==> src/rtl/xfer_dma_pkg.sv <==
package xfer_dma_pkg;

  typedef enum logic [1:0] {
    ST_IDLE,
    ST_READ,
    ST_RWAIT,
    ST_WRITE
  } xd_state_e;

  typedef struct packed {
    logic       frame_mode;
    logic       hw_mode;
    logic       rd_inc;
    logic       wr_inc;
    logic [1:0] rd_size;
    logic [1:0] wr_size;
  } xd_mode_t;

  function automatic logic [2:0] xd_step(input logic [1:0] sz);
    if (sz[1]) return 3'd4;
    else if (sz[0]) return 3'd2;
    else return 3'd1;
  endfunction

endpackage

==> src/rtl/xfer_dma_req_route.sv <==
module xfer_dma_req_route #(
  parameter int NREQ = 32,
  parameter int SELW = 5
) (
  input  logic            clk,
  input  logic            rst_n,
  input  logic [NREQ-1:0] req_in,
  input  logic [SELW-1:0] sel,
  output logic            hw_rise
);
  logic [NREQ-1:0] req_q;
  logic [NREQ-1:0] rise;

  for (genvar i = 0; i < NREQ; i++) begin : g_line
    always_ff @(posedge clk) begin
      if (!rst_n) req_q[i] <= 1'b0;
      else        req_q[i] <= req_in[i];
    end
    assign rise[i] = req_in[i] & ~req_q[i];
  end

  always_comb begin
    hw_rise = 1'b0;
    for (int j = 0; j < NREQ; j++) begin
      if (SELW'(j) == sel) hw_rise = rise[j];
    end
  end
endmodule

==> src/rtl/xfer_dma_addr_walk.sv <==
module xfer_dma_addr_walk
  import xfer_dma_pkg::*;
#(
  parameter int AW = 32
) (
  input  logic          clk,
  input  logic          rst_n,
  input  logic          load,
  input  logic [AW-1:0] base,
  input  logic          adv,
  input  logic          inc,
  input  logic [1:0]    size,
  output logic [AW-1:0] addr
);
  always_ff @(posedge clk) begin
    if (!rst_n)         addr <= '0;
    else if (load)      addr <= base;
    else if (adv && inc) addr <= addr + AW'(xd_step(size));
  end
endmodule

==> src/rtl/xfer_dma_count.sv <==
module xfer_dma_count #(
  parameter int ELW = 16,
  parameter int FRW = 16
) (
  input  logic           clk,
  input  logic           rst_n,
  input  logic           load,
  input  logic [ELW-1:0] el_init,
  input  logic [FRW-1:0] fr_init,
  input  logic           adv,
  output logic           el_last,
  output logic           fr_last
);
  logic [ELW-1:0] el_left, el_reload;
  logic [FRW-1:0] fr_left;

  assign el_last = (el_left <= ELW'(1));
  assign fr_last = (fr_left <= FRW'(1));

  always_ff @(posedge clk) begin
    if (!rst_n) begin
      el_left   <= '0;
      el_reload <= '0;
      fr_left   <= '0;
    end else if (load) begin
      el_left   <= el_init;
      el_reload <= el_init;
      fr_left   <= fr_init;
    end else if (adv) begin
      if (el_last) begin
        el_left <= el_reload;
        fr_left <= fr_left - FRW'(1);
      end else begin
        el_left <= el_left - ELW'(1);
      end
    end
  end
endmodule

==> src/rtl/xfer_dma_channel.sv <==
module xfer_dma_channel
  import xfer_dma_pkg::*;
#(
  parameter int AW   = 32,
  parameter int DW   = 32,
  parameter int ELW  = 16,
  parameter int FRW  = 16,
  parameter int NREQ = 32,
  localparam int SELW = (NREQ > 1) ? $clog2(NREQ) : 1
) (
  input  logic            clk,
  input  logic            rst_n,
  input  logic [AW-1:0]   cfg_src,
  input  logic [AW-1:0]   cfg_dst,
  input  logic [ELW-1:0]  cfg_elcnt,
  input  logic [FRW-1:0]  cfg_frcnt,
  input  logic            cfg_rd_inc,
  input  logic            cfg_wr_inc,
  input  logic [1:0]      cfg_rd_size,
  input  logic [1:0]      cfg_wr_size,
  input  logic            cfg_frame_mode,
  input  logic            cfg_hw_mode,
  input  logic [SELW-1:0] cfg_req_sel,
  input  logic            en_set,
  input  logic            sw_trig,
  input  logic [NREQ-1:0] req_in,
  output logic            rd_valid,
  input  logic            rd_ready,
  output logic [AW-1:0]   rd_addr,
  output logic [1:0]      rd_size,
  input  logic            rd_rvalid,
  input  logic [DW-1:0]   rd_rdata,
  output logic            wr_valid,
  input  logic            wr_ready,
  output logic [AW-1:0]   wr_addr,
  output logic [1:0]      wr_size,
  output logic [DW-1:0]   wr_data,
  output logic            ch_en,
  output logic            irq,
  input  logic            irq_clr
);
  xd_state_e       st;
  xd_mode_t        mode_q;
  logic [SELW-1:0] sel_q;
  logic [DW-1:0]   data_q;
  logic            pend_q;
  logic            hw_rise, load, trig, wr_fire, el_last, fr_last, done;

  assign load    = en_set && !ch_en;
  assign trig    = ch_en && (sw_trig || (mode_q.hw_mode && hw_rise));
  assign wr_fire = (st == ST_WRITE) && wr_ready;
  assign done    = wr_fire && el_last && fr_last;

  assign rd_valid = (st == ST_READ);
  assign wr_valid = (st == ST_WRITE);
  assign wr_data  = data_q;
  assign rd_size  = mode_q.rd_size;
  assign wr_size  = mode_q.wr_size;

  xfer_dma_req_route #(.NREQ(NREQ), .SELW(SELW)) u_route (
    .clk(clk), .rst_n(rst_n), .req_in(req_in), .sel(sel_q), .hw_rise(hw_rise)
  );

  xfer_dma_addr_walk #(.AW(AW)) u_src (
    .clk(clk), .rst_n(rst_n), .load(load), .base(cfg_src), .adv(wr_fire),
    .inc(mode_q.rd_inc), .size(mode_q.rd_size), .addr(rd_addr)
  );

  xfer_dma_addr_walk #(.AW(AW)) u_dst (
    .clk(clk), .rst_n(rst_n), .load(load), .base(cfg_dst), .adv(wr_fire),
    .inc(mode_q.wr_inc), .size(mode_q.wr_size), .addr(wr_addr)
  );

  xfer_dma_count #(.ELW(ELW), .FRW(FRW)) u_cnt (
    .clk(clk), .rst_n(rst_n), .load(load), .el_init(cfg_elcnt),
    .fr_init(cfg_frcnt), .adv(wr_fire), .el_last(el_last), .fr_last(fr_last)
  );

  // descriptor capture
  always_ff @(posedge clk) begin
    if (!rst_n) begin
      mode_q <= '0;
      sel_q  <= '0;
    end else if (load) begin
      mode_q <= '{frame_mode: cfg_frame_mode, hw_mode: cfg_hw_mode,
                  rd_inc: cfg_rd_inc, wr_inc: cfg_wr_inc,
                  rd_size: cfg_rd_size, wr_size: cfg_wr_size};
      sel_q  <= cfg_req_sel;
    end
  end

  // sequencer, pending trigger, enable and interrupt
  always_ff @(posedge clk) begin
    if (!rst_n) begin
      st     <= ST_IDLE;
      pend_q <= 1'b0;
      ch_en  <= 1'b0;
      irq    <= 1'b0;
      data_q <= '0;
    end else begin
      if (load) begin
        ch_en  <= 1'b1;
        pend_q <= 1'b0;
      end
      if (irq_clr) irq <= 1'b0;
      unique case (st)
        ST_IDLE: begin
          if (ch_en && (trig || pend_q)) begin
            st     <= ST_READ;
            pend_q <= 1'b0;
          end
        end
        ST_READ: begin
          if (trig) pend_q <= 1'b1;
          if (rd_ready) st <= ST_RWAIT;
        end
        ST_RWAIT: begin
          if (trig) pend_q <= 1'b1;
          if (rd_rvalid) begin
            data_q <= rd_rdata;
            st     <= ST_WRITE;
          end
        end
        ST_WRITE: begin
          if (trig) pend_q <= 1'b1;
          if (wr_ready) begin
            if (done) begin
              st     <= ST_IDLE;
              ch_en  <= 1'b0;
              irq    <= 1'b1;
              pend_q <= 1'b0;
            end else if (el_last && mode_q.frame_mode) begin
              st <= ST_IDLE;
            end else begin
              st <= ST_READ;
            end
          end
        end
        default: st <= ST_IDLE;
      endcase
    end
  end
endmodule

==> config.mk <==
export PLATFORM = sky130hd
export DESIGN_NAME = xfer_dma_channel
export DESIGN_NICKNAME = d
export VERILOG_FILES = /design/src/rtl/xfer_dma_pkg.sv /design/src/rtl/xfer_dma_req_route.sv /design/src/rtl/xfer_dma_addr_walk.sv /design/src/rtl/xfer_dma_count.sv /design/src/rtl/xfer_dma_channel.sv
export SDC_FILE = /design/constraint.sdc
export NUM_CORES = 1
export LEC_CHECK = 0
export ABC_CLOCK_PERIOD_IN_PS = 2600
export BUFFER_PORTS_ARGS = -buffer_cell sky130_fd_sc_hd__buf_2
export CAP_MARGIN = 20
export CORE_ASPECT_RATIO = 0.9
export CORE_MARGIN = 4
export CORE_UTILIZATION = 48
export DETAILED_ROUTE_END_ITERATION = 12
export GPL_ROUTABILITY_DRIVEN = 0
export PLACE_DENSITY = 0.8
export SYNTH_ARGS = -nofsm -noshare
export SYNTH_HDL_FRONTEND = slang
export SYNTH_HIERARCHICAL = 1
export SYNTH_SLANG_ARGS = --single-unit
==> constraint.sdc <==
create_clock -name clk -period 2.6 [get_ports clk]
set_clock_uncertainty 0.15 [all_clocks]
set_input_delay 0.26 -clock clk [delete_from_list [all_inputs] [get_ports clk]]
set_output_delay 0.26 -clock clk [all_outputs]
set_load 0.05 [all_outputs]
Word-level counts from Yosys, hierarchy flattened
Index checks and enable logic that the tools add are counted.
{"block": "word_totals", "regBits": 194, "in_bits": 181, "output_inout_bits": 104, "word_cells": 253}
{"block": "op_classes", "n_addsub": 4, "order_cmp": 2, "eq_ne": 38, "mux": 73, "n_bitwise": 64, "n_reduce_logical": 23}
{"cell": "$mux 32", "count": 4}
{"cell": "$mux 16", "count": 6}
{"cell": "$eq 5x5->1 const A", "count": 16}
{"cell": "$add 32x3->32", "count": 2}
{"cell": "$mux 1", "count": 47}
{"cell": "$eq 4x5->1 const A", "count": 8}
{"cell": "$and 1x1->1", "count": 32}
{"cell": "$le 16x1->1 const B", "count": 2}
{"cell": "$not 1->1", "count": 32}
{"cell": "$sub 16x1->16 const B", "count": 2}
{"cell": "$mux 3", "count": 8}
{"cell": "$eq 3x5->1 const A", "count": 4}
{"cell": "$mux 2", "count": 6}
{"cell": "$eq 2x5->1 const A", "count": 2}
{"cell": "$logic_and 1x1->1", "count": 10}
{"cell": "$pmux 2 s4", "count": 1}
{"cell": "$reduce_bool 2->1", "count": 4}
{"cell": "$eq 1x5->1 const A", "count": 1}
{"cell": "$logic_not 5->1", "count": 1}
{"cell": "$eq 2x2->1 const B", "count": 2}
{"cell": "$ne 2x1->1 const B", "count": 2}
{"cell": "$ne 2x2->1 const B", "count": 2}
{"cell": "$reduce_and 2->1", "count": 2}
{"cell": "$reduce_and 4->1", "count": 1}
{"cell": "6 further kinds", "count": 7}

Longest topological paths before layout
Gate-level depths: netlist of run 1.
{"block": "depth", "ltp_word": 41, "depth_mapped": 12, "ltp_nobuf": 10}

Modules after synthesis
The synthesis of run 1 kept the hierarchy.
{"module": "xfer_dma_count", "n_inst": 1, "cells_per_inst": 331, "area_per_inst_um2": 2746.4, "seq_area_each_um2": 960.9}
{"module": "xfer_dma_addr_walk (u_dst)", "n_inst": 1, "cells_per_inst": 240, "area_per_inst_um2": 1958.1, "seq_area_each_um2": 640.6}
{"module": "xfer_dma_addr_walk (u_src)", "n_inst": 1, "cells_per_inst": 230, "area_per_inst_um2": 1954.4, "seq_area_each_um2": 640.6}
{"module": "xfer_dma_channel", "n_inst": 1, "cells_per_inst": 246, "area_per_inst_um2": 1953.1, "seq_area_each_um2": 1001.0}
{"module": "xfer_dma_req_route", "n_inst": 1, "cells_per_inst": 152, "area_per_inst_um2": 1398.8, "seq_area_each_um2": 640.6}

Least setup slack after synthesis of run 1
No wires, ideal clock.
{"block": "synth_timing", "path_type": "reg-to-reg", "from": "register st[0]", "to": "register u_cnt.fr_left[10]", "setup_time_ps": 120, "t_arrival_ps": 2295, "required_ps": 2330, "setup_slack_ps": 35, "stages_incl_launch_ff": 8, "n_path_buf": 2, "synth_period_minus_slack_ps": 2565, "path_cell_list": "dfxtp_1 ha_1 and2_1 clkbuf_1 clkbuf_1 nand3_1 o211a_1 a211o_1"}
{"block": "synth_between", "elab_chain_len": 4}
{"element": "from (decl)", "line": "xfer_dma_channel.sv:42", "text": "xd_state_e st;"}
{"element": "from (signal assigned)", "line": "xfer_dma_channel.sv:95", "text": "st <= ST_IDLE;"}
{"element": "from (signal assigned)", "line": "xfer_dma_channel.sv:109", "text": "st <= ST_READ;"}
{"element": "from (signal assigned)", "line": "xfer_dma_channel.sv:115", "text": "if (rd_ready) st <= ST_RWAIT;"}
{"element": "$eq 2x2->1"}
{"element": "named net wr_valid", "line": "xfer_dma_channel.sv:33", "text": "output logic wr_valid,"}
{"element": "$logic_and 1x1->1", "line": "xfer_dma_channel.sv:51", "text": "assign wr_fire = (st == ST_WRITE) && wr_ready;"}
{"element": "named net wr_fire", "line": "xfer_dma_channel.sv:47", "text": "logic hw_rise, load, trig, wr_fire, el_last, fr_last, done;"}
{"element": "$reduce_bool 2->1 (no line)"}
{"element": "$reduce_and 2->1 (no line)"}
{"element": "to (signal assigned)", "line": "xfer_dma_count.sv:28", "text": "fr_left <= fr_init;"}
{"element": "to (signal assigned)", "line": "xfer_dma_count.sv:32", "text": "fr_left <= fr_left - FRW'(1);"}
{"element": "to (decl)", "line": "xfer_dma_count.sv:15", "text": "logic [FRW-1:0] fr_left;"}
The timed path passes the listed nets, and every way through them passes these cells.
A chain may end at the register's enable or synchronous reset.

Worst setup path after layout of run 1
{"block": "layout_timing", "from": "input port req_in[2]", "to": "register st[0]"}
{"block": "layout_between", "elab_chain_len": 38}
{"element": "from (decl)", "line": "xfer_dma_channel.sv:26", "text": "input logic [NREQ-1:0] req_in,"}
{"element": "$and 1x1->1", "line": "xfer_dma_req_route.sv:19", "text": "assign rise[i] = req_in[i] & ~req_q[i];"}
{"element": "$mux 1 (30 in a row)", "line": "xfer_dma_req_route.sv:25", "text": "if (SELW'(j) == sel) hw_rise = rise[j];"}
{"element": "named net hw_rise", "line": "xfer_dma_channel.sv:47"}
{"element": "$logic_and 1x1->1", "line": "xfer_dma_channel.sv:50", "text": "assign trig = ch_en && (sw_trig || (mode_q.hw_mode && hw_rise));"}
{"element": "$logic_or 1x1->1", "line": "xfer_dma_channel.sv:50"}
{"element": "$logic_and 1x1->1", "line": "xfer_dma_channel.sv:50"}
{"element": "$logic_or 1x1->1", "line": "xfer_dma_channel.sv:108", "text": "if (ch_en && (trig || pend_q)) begin"}
{"element": "$logic_and 1x1->1", "line": "xfer_dma_channel.sv:108"}
{"element": "$ne 2x2->1 (no line)"}
{"element": "$reduce_and 4->1 (no line)"}
{"element": "to (signal assigned)", "line": "xfer_dma_channel.sv:109"}
{"element": "to (signal assigned)", "line": "xfer_dma_channel.sv:115"}
{"element": "to (signal assigned)", "line": "xfer_dma_channel.sv:121", "text": "st <= ST_WRITE;"}
The timed path passes the listed nets, and every way through them passes these cells.

==> results of run 1 <==
[flip-flops by register name (all words and copies together) (netlist names)]
| signal | count |
|---|---|
| u_dst/addr | 32 |
| u_route/req_q | 32 |
| u_src/addr | 32 |
| wr_data | 32 |
| u_cnt/el_left | 16 |
| u_cnt/el_reload | 16 |
| u_cnt/fr_left | 16 |
| sel_q | 5 |
| mode_q | 4 |
| rd_size | 2 |
| st | 2 |
| wr_size | 2 |
| ch_en | 1 |
| irq | 1 |
| pend_q | 1 |
[layout by cell type (no fill, tap or decap), types with 8 or more instances in the layout]
master and n:
buf_4 49, a31oi_1 15, clkbuf_16 17, nand2b_1 16, xor2_1 18, and2_1 42, nand3_1 33, nor4_1 12
a21oi_1 115, inv_1 26, nor2b_1 30, mux2i_1 19, nor3b_1 8, dlygate4sd3_1 158, ha_1 14, o21ai_0 91
nor3_1 20, nand2_1 165, o211a_1 9, or3_1 12, xnor2_1 48, nand4_1 27, buf_2 283, a211oi_1 8
nor2_1 37, dfxtp_1 190
[metrics by stage]
stage                     setup slack [ns]  setup TNS (ns)
after global placement             -0.0778         -0.0778
after detailed placement            -0.172          -0.174
final                               0.0548               0
after floorplan                     0.0353               0
after global routing               -0.0538         -0.0538
after CTS                           0.0197               0
[timing repair]
action,4_1_cts,5_1_grt
hold endpoints to repair,163,0
endpoints found under the setup margin,2,26
setup buffers,0,1
gates resized for setup,12,13
pin swaps,7,8
hold buffers,158,0
[logic make-up after synthesis]
family	share of synthesized area (%)
buf+inv	4.79
mux	2.01
compound gates	19.4
xor+xnor	5.77
flops	38.8
fa+ha+maj	2.27
simple gates	26.9
[area by class of cell]
| class | instances | area [um^2] |
|---|---|---|
| inverters | 32 | 121 |
| flip-flops and latches | 194 | 3890 |
| clock buffers | 18 | 429 |
| multi-input cells | 896 | 5740 |
| fillers | 1493 | 6190 |
| diodes | 3 | 7.51 |
| repair buffers | 490 | 3370 |
| well taps | 255 | 319 |
| clock inverters | 14 | 170 |
[critical path: stages]
cell           delay (ns)
dlygate4sd3_1        0.55
buf_2                0.14
inv_1                0.05
o32ai_1              0.08
a221o_1              0.37
a211oi_2             0.20
o2111ai_2            0.23
a211oi_4             0.35
o21a_1               0.18
a311oi_2             0.05
a211oi_2             0.25
[per-layer routing]
layer  wire, um  track usage (%)  vias to the layer above  share of wire [%]
met5          0                0                        -                  0
met4       1220             10.7                        0                3.6
met3       2430             7.60                       96                7.3
met2      15800             45.6                      495                 47
met1      14100             34.8                     5019                 42
li1           -                -                     5154                  -
[where the power goes]
part           leakage (nW)  total [mW]  switching [mW]  internal [mW]
logic                  3.96        2.20            1.33          0.867
clock network         0.293        2.71            1.26           1.45
registers              1.60        3.42           0.223           3.19
total                  5.85        8.33            2.81           5.52
[final timing paths]
kind,from,end,slack [ns],depth (start not counted)
hold / removal,cfg_frcnt[7],u_cnt/fr_left[7],0.02,3
hold reg to reg,wr_data[22],wr_data[22],0.30,2
setup reg to reg,sel_q[0],st[0],0.06,9
setup / recovery,req_in[2],st[0],0.05,11
==> summary.txt, run 1 <==
Hold Path Class: in2reg
num rows: 49
Detailed Route WL: 33,500 um
average wire per cell in the routed design: 17.6 um
WS Path Type: in2reg
P_leak: 5.85 nW
antenna violations before repair: 3
fin crit period: 2.55 ns
Pwr Density: 593 nW/um^2
FFs w/ async S/R, synth: 0%
Port-buffer cells: 284
share of the synthesized area in the top cell type: 38.8%
Final setup viols: 0
most frequent cell after synthesis: dfxtp_1
critical path arrival: 2.72 ns
Max-cap violations: 0
Fin. Hold Viols: 0
total power: 8.33 mW
clock root cell: clkbuf_16
grt total ovfl: 0
most common flop cell mapped by yosys: dfxtp_1
Critical Path Source Type: primary input
main area contributors after synthesis: dfxtp_1 (39%), nand2_1 (6.2%), a21oi_1 (5.7%)
first-pass GRT wire length: 53,700 um
crit-path max FO: 4
fin cells: 1,902
Cell variety after synth: 93
H-tree Lvls: 4
Starting Density: 49.5%
Final Instance Area: 14,000 um^2
cell count after synthesis: 1,199
Max Slew Vio Count: 0
clk sink count: 194
vias in the first global route: 10.7k
relative slew slack: 39.8%
Reg clk slew, reported paths: 0.07 ns
Req. time, crit path: 2.78 ns
commonest cells in the netlist: dfxtp_1 (194), nand2_1 (166), a21oi_1 (115)
Yosys top cell by area: dfxtp_1
Area Overhead vs Synth: 40.3%
Die Y-Extent: 145 um
Ys Warns: 6
post-layout util: 69.4%
final net count: 1,829
# DRC: 0
dpl cell area: 11,800 um^2
Syn Std Cell Area: 10,000 um^2
crit end category: flip-flop
Fin Hold WS: 0.0169 ns
Initial DRC Count: 840
Post-Syn Nets: 1,397
largest net degree at the start of global routing: 54
register area share after synthesis: 38.8%
Tcrit/Tclk final: 97.9%
maximum VDD drop: 0.000446 V
Post-synth EDFFs: 0
Max Freq: 0.393 GHz
Die W: 160 um
boundary pin count: 285
gr usage total: 27.7%
vias: 10.8k
total CTS buffers: 17
Worst-Skew Late Latency: 0.43 ns
TritonCTS clock tree: done
RSZ-0062 raised after global routing: yes
Max clock buf depth: 2
total core area: 20,200 um^2
DP HPWL: 21,800 um
average size of a mapped cell: 8.35 um^2
Slew @ Worst Pin: 0.901 ns
Final ANT Viol Nets: 0
number of synthesized register bits: 194
First-pass DRT Iterations: 6
outcome: complete, no violations
share of cells above drive strength 1: 26.3%
die area: 23,200 um^2
dpl cells: 1,709
DR vias/cell: 5.66
(Power assumes the default switching activity.)
==> run 2: changes to the inputs <==
--- a/config.mk
+++ b/config.mk
@@ -5,12 +5,13 @@
 export SDC_FILE = /design/constraint.sdc
 export NUM_CORES = 1
 export LEC_CHECK = 0
+export ABC_AREA = 1
 export ABC_CLOCK_PERIOD_IN_PS = 2600
 export BUFFER_PORTS_ARGS = -buffer_cell sky130_fd_sc_hd__buf_2
 export CAP_MARGIN = 20
 export CORE_ASPECT_RATIO = 0.9
 export CORE_MARGIN = 4
-export CORE_UTILIZATION = 48
+export CORE_UTILIZATION = 49
 export DETAILED_ROUTE_END_ITERATION = 12
 export GPL_ROUTABILITY_DRIVEN = 0
 export PLACE_DENSITY = 0.8
==> run 2 against run 1 <==
The run now ends with setup timing left; largest cell class unchanged; cell area increased by 6.7%; critical endpoint is now st[1]; clock-buffer cell count decreased by 1; non-clock buffer count decreased by 30.
==> summary.txt, run 2 <==
Worst-Skew Late Latency: 0.43 ns (about the same)
Starting Density: 49.7% (+0.27 points)
P_leak: 7.14 nW (+22%)
Die Y-Extent: 151 um (+4.3%)
commonest cells after routing, fill and taps aside: nand2_1 (466), nor2_1 (287), buf_2 (283), inv_1 (201), dfxtp_1 (190)
Detailed Route WL: 38,100 um (+14%)
clock root cell: clkbuf_16
Die W: 167 um (+4.3%)
Hold Path Class: in2reg
TritonCTS clock tree: done
gr usage total: 29.0% (+1.2 points)
share of cells above drive strength 1: 21.3% (-5.0 points)
global routing's busiest layer: met2
Ys Warns: 6 (unchanged)
Req. time, crit path: 2.77 ns (about the same)
Final ANT Viol Nets: 0 (unchanged)
Critical Path Source Type: flip-flop
RSZ-0062 raised after global routing: yes
boundary pin count: 285 (unchanged)
total CTS buffers: 17 (unchanged)
Max-cap violations: 0 (unchanged)
setup_tns: -0.622 ns (-0.622 ns)
most frequent cell after synthesis: nand2_1
Slew @ Worst Pin: 0.780 ns (-0.121 ns)
Port-buffer cells: 284 (unchanged)
Cell variety after synth: 48 (-48%)
Post-synth EDFFs: 0 (unchanged)
M1 GR Usage: 36.2% (+1.5 points)
largest net degree at the start of global routing: 66 (+22%)
die area: 25,300 um^2 (+8.8%)
vias in the first global route: 12.6k (+18%)
share of the synthesized area in the top cell type: 34.8% (-4.0 points)
met2 usage: 49.7% (+4.1 points)
violated checks: setup timing
Final setup viols: 3 (+3)
outcome: finished, violations left
DP HPWL: 26,200 um (+20%)
Syn Std Cell Area: 11,200 um^2 (+12%)
R2R depth: 26 (+17)
area of the multi-input gates: 6170 um^2 (+7.4%)
num rows: 52 (+6.1%)
fin crit period: 2.82 ns (+0.278 ns)
Reg clk slew, reported paths: 0.08 ns (about the same)
grt total ovfl: 0 (unchanged)
crit end category: flip-flop
Yosys top cell by area: dfxtp_1
most common cell after layout, fill and taps aside: nand2_1
antenna violations before repair: 1 (-2)
WS Path Type: reg2reg
critical path arrival: 3.00 ns (+0.28 ns)
Post-Syn Nets: 1,966 (+41%)
final net count: 2,385 (+30%)
FF+latch area: 3900 um^2 (+0.13%)
clk sink count: 194 (unchanged)
average wire per cell in the routed design: 15.2 um (-14%)
Area Overhead vs Synth: 34.2%
H-tree Lvls: 4 (unchanged)
cell count after synthesis: 1,768 (+47%)
first-pass GRT wire length: 60,900 um (+13%)
number of synthesized register bits: 194 (unchanged)
relative slew slack: 47.9% (+8.1 points)
Fin Hold WS: 0.0183 ns (+0.00138 ns)
First-pass DRT Iterations: 8 (+2)
register area share after synthesis: 34.8% (-4.0 points)
total core area: 22,400 um^2 (+11%)
Tcrit/Tclk final: 109% (+11 points)
Pwr Density: 598 nW/um^2 (+0.84%)
Fin. Hold Viols: 0 (unchanged)
most common flop cell mapped by yosys: dfxtp_1
average size of a mapped cell: 6.32 um^2 (-24%)
FFs w/ async S/R, synth: 0% (unchanged)
Max Freq: 0.354 GHz (-9.9%)
fill count: 1,938 (+30%)
Max clock buf depth: 2 (unchanged)
vias: 13.1k (+22%)
DR vias/cell: 5.25 (-7.2%)
Hold Crit Depth: 5 (+2)
GR Util met3: 5.14% (-2.5 points)
crit-path max FO: 6 (+2)
Initial DRC Count: 1,137 (+35%)
maximum VDD drop: 0.000420 V (-5.9%)
main area contributors after synthesis: dfxtp_1 (35%), nand2_1 (16%), nor2_1 (9.8%)
commonest cells in the netlist: nand2_1 (470), nor2_1 (291), inv_1 (202)
Max Slew Vio Count: 0 (unchanged)
# DRC: 0 (unchanged)
final setup margin: -0.224 ns (-0.278 ns)
run 2: changes by cell type after synthesis, sizes merged, moves of 39 or more:
cell and delta:
and2 -39, inv +189, nand2 +318, nand3 +74
nor2 +282, xnor2 -40
run 2: what timing repair did:
action,in CTS,in global routing
setup buffers,2,2
pin swaps,4,0
setup endpoints to repair,3,7
endpoints found under the hold margin,125,0
cloned,0,0
gates resized for setup,14,10
hold buffers,124,0
run 2: critical path, cell delays in order (launching register included):
cell and delay [ns]:
dfxtp_4 0.39, inv_2 0.06, nand2_4 0.07, buf_4 0.12, nor2_1 0.05, nand4_1 0.10, nand4_1 0.13, nor2_1 0.13
nand4_1 0.10, nand2_1 0.08, nand4_1 0.07, nand2_1 0.07, nand4_2 0.07, nor3_2 0.11, nand4_1 0.09, nor2_1 0.13
nand4_1 0.08, nor2_1 0.11, nand4_1 0.10, nand2_1 0.09, nand2_1 0.07, nand2_2 0.08, nand2_2 0.05, nand2_2 0.08
nand2_1 0.05, nand2_1 0.05, nor2_1 0.05
run 2: worst paths after layout:
kind                             from  slack, ns                  end
setup / recovery             sel_q[0]      -0.22                st[1]
hold / removal            cfg_dst[25]       0.02       u_dst/addr[25]
setup reg to reg             sel_q[0]      -0.22                st[1]
hold reg to reg   u_cnt/el_reload[15]       0.31  u_cnt/el_reload[15]
run 2: cell families after synthesis:
family                   Yosys count  synth area share [%]
flip-flops                       194                  34.8
AO/OA/AOI/OAI                    272                  13.4
XOR/XNOR                          18                  1.41
AND/OR/NAND/NOR                  985                  37.8
buffers and inverters            282                  10.5
adder cells (fa/ha/maj)           17                  2.04
run 2: final cells by class:
cell class	instances	area share (%)
Clock buffer	17	2.84
Sequential cell	194	26.0
Timing Repair Buffer	460	20.6
Tap cell	297	2.48
Clock inverter	15	1.23
Antenna cell	1	0.0167
Multi-Input combinational cell	1292	41.2
Inverter	222	5.60
run 2: metrics by stage:
step	utilization [%]	instance area (um^2)	setup WS, ns	total power [mW]	instances
detailed placement	58.0	13000	-0.267	6.12	2337
CTS	66.5	14900	-0.135	8.94	2495
global placement	58.0	13000	-0.189	6.06	2337
finish	66.7	15000	-0.224	8.96	2498
floorplan	-	11200	0.118	5.39	1768
global route	66.7	15000	-0.475	9.42	2497
run 2: power breakdown:
group	internal [mW]	switching, mW	leakage (nW)
logic	0.936	1.87	5.25
clock network	1.31	1.35	0.293
registers	3.25	0.249	1.60
run 2: metal layers:
| layer | up-vias | share of wire [%] |
|---|---|---|
| met5 | - | 0.034 |
| met4 | 2 | 3.7 |
| met3 | 118 | 7.6 |
| met2 | 622 | 47 |
| met1 | 5941 | 42 |
| li1 | 6439 | - |
==> run 3: changes to the inputs <==
==> constraint.sdc (replaced) <==
create_clock -name clk -period 2.6 [get_ports clk]
set_clock_uncertainty 0.15 [all_clocks]
set_input_delay 0.13 -clock clk [delete_from_list [all_inputs] [get_ports clk]]
set_output_delay 0.13 -clock clk [all_outputs]
set_load 0.05 [all_outputs]
==> run 3 against run 2 <==
The flow still finishes with violations (setup timing); cell area rose by 3.3%; via count rose by 3.5%; combinational power rose by 3%; fmax rose by 1.7%; critical endpoint unchanged; largest cell class unchanged.
==> summary.txt, run 3 (synthesis gave the netlist of run 2 again) <==
boundary pin count: 285 (unchanged)
largest net degree at the start of global routing: 39 (-41%)
commonest cells after routing, fill and taps aside: nand2_1 (463), nor2_1 (287), buf_2 (283), inv_1 (199), dfxtp_1 (190)
ANT cells: 0 (-1)
total power: 9.07 mW (+1.3%)
average wire per cell in the routed design: 15.6 um (+2.4%)
most common cell after layout, fill and taps aside: nand2_1
Final setup viols: 3 (unchanged)
H-tree Lvls: 4 (unchanged)
Max-cap violations: 0 (unchanged)
M1 GR Usage: 37.1% (+0.82 points)
total CTS buffers: 17 (unchanged)
relative slew slack: 50.4% (+2.4 points)
clock root cell: clkbuf_16
Req. time, crit path: 2.78 ns (about the same)
TritonCTS clock tree: done
Final Instance Area: 15,500 um^2 (+3.3%)
Hold Path Class: in2reg
Port-buffer cells: 284 (unchanged)
first-pass GRT wire length: 62,800 um (+3.1%)
maximum VDD drop: 0.000413 V (-1.5%)
DR vias/cell: 5.33 (+1.4%)
gr usage total: 29.8% (+0.80 points)
Reg clk slew, reported paths: 0.08 ns (about the same)
Crit path max-delay family: simple AND/OR/NAND/NOR gates
RSZ-0062 raised after global routing: yes
Critical Path Source Type: flip-flop
share of cells above drive strength 1: 20.7% (-0.62 points)
P_leak: 7.34 nW (+2.8%)
critical path arrival: 2.95 ns (-0.05 ns)
Max clock buf depth: 2 (unchanged)
Fin. Hold Viols: 0 (unchanged)
# DRC: 0 (unchanged)
GR Util met3: 5.79% (+0.65 points)
vias: 13.6k (+3.5%)
fin crit period: 2.78 ns (-0.0472 ns)
global routing's busiest layer: met2
final setup margin: -0.176 ns (+0.0472 ns)
CP max-delay cell: dfxtp_4
CP bufs+invs: 1 (-1)
Die W: 167 um (unchanged)
antenna violations before repair: 1 (unchanged)
final net count: 2,436 (+2.1%)
grt total ovfl: 0 (unchanged)
Pwr Density: 586 nW/um^2 (-1.9%)
vias in the first global route: 13.0k (+3.6%)
num rows: 52 (unchanged)
Final ANT Viol Nets: 0 (unchanged)
Worst-Skew Late Latency: 0.43 ns (about the same)
Tcrit/Tclk final: 107% (-1.8 points)
violated checks: setup timing
clk sink count: 194 (unchanged)
Max Freq: 0.360 GHz (+1.7%)
Slew @ Worst Pin: 0.744 ns (-0.0366 ns)
outcome: finished, violations left
total core area: 22,400 um^2 (unchanged)
die area: 25,300 um^2 (unchanged)
met2 usage: 50.2% (+0.55 points)
Starting Density: 49.7% (unchanged)
Initial DRC Count: 1,252 (+10%)
CP startpoint: sel_q[0]
slowest stage delay, CP: 0.39 ns (about the same)
Max Slew Vio Count: 0 (unchanged)
First-pass DRT Iterations: 7 (-1)
fill count: 1,807 (-6.8%)
Area Overhead vs Synth: 38.5%
crit-path max FO: 6 (unchanged)
WS Path Type: reg2reg
dpl cell area: 13,000 um^2 (-0.21%)
crit end category: flip-flop
worst r2r src: sel_q[0]
Hold Startpoint: cfg_frcnt[9]
Setup WS pre-CTS: -0.286 ns (-0.0186 ns)
Die Y-Extent: 151 um (unchanged)
DP HPWL: 26,400 um (+0.63%)
Detailed Route WL: 39,800 um (+4.5%)
==> run 3: changes by cell type in the layout (fill, tap and decap cells not counted), moves of 2 or more <==
cell           change
nand3_2            -3
dlygate4sd3_1     +54
inv_8              +2
inv_6              -2
inv_1              -2
nand2_1            -3
nand2_2            +4
buf_4              -3
nand3_1            +3
==> run 3: stage by stage <==
step           instances  util (%)  hold slack (ns)  setup TNS [ns]
6_report            2548      68.9           0.0497          -0.501
5_1_grt             2548      68.9           0.0750           -1.68
4_1_cts             2546      68.8           0.0265          -0.422
3_5_place_dp        2335      57.9            0.182          -0.803
3_3_place_gp        2335      57.9            0.173          -0.463
2_1_floorplan       1768         -           0.0735               0
==> run 3: worst min-delay path, stage by stage <==
cell and delay (ns):
buf_2 0.07, or2_2 0.10, nand3_1 0.08, nor2_1 0.10, nor2_1 0.04, nor2_1 0.07
==> run 3: area by class of cell <==
type                            count  area (um^2)  area share (%)
Tap cell                          297          372            2.40
Sequential cell                   194         3900            25.2
Multi-Input combinational cell   1292         6140            39.7
Clock inverter                     15          189            1.22
Clock buffer                       17          425            2.75
Timing Repair Buffer              511         3600            23.3
Inverter                          222          843            5.45
==> run 3: where the power goes <==
group          internal, mW  leakage [nW]  switching, mW
Combinational         0.987          5.44           1.89
Sequential             3.25          1.60          0.253
Clock                  1.31         0.296           1.37
Total                  5.55          7.34           3.51
==> run 3: routing by layer <==
layer / wire (um) / vias up
met2: 18800 / 776
met3: 3540 / 139
met1: 15800 / 6116
li1: - / 6543
met4: 1590 / 2
met5: 8 / -
==> run 3: path summary, 6_finish.rpt <==
kind,end,slack [ns],cells after the start
setup / recovery,st[1],-0.18,27
setup reg to reg,st[1],-0.18,27
hold / removal,u_cnt/fr_left[9],0.05,6
hold reg to reg,u_cnt/el_reload[13],0.31,2
==> run 3: timing repair <==
action | 4_1_cts | 5_1_grt
gates cloned | 0 | 0
endpoints found under the setup margin | 3 | 4
hold buffers | 178 | 0
setup buffers | 1 | 2
pin swaps | 0 | 1
resized for setup | 14 | 9
hold endpoints to repair | 190 | 0
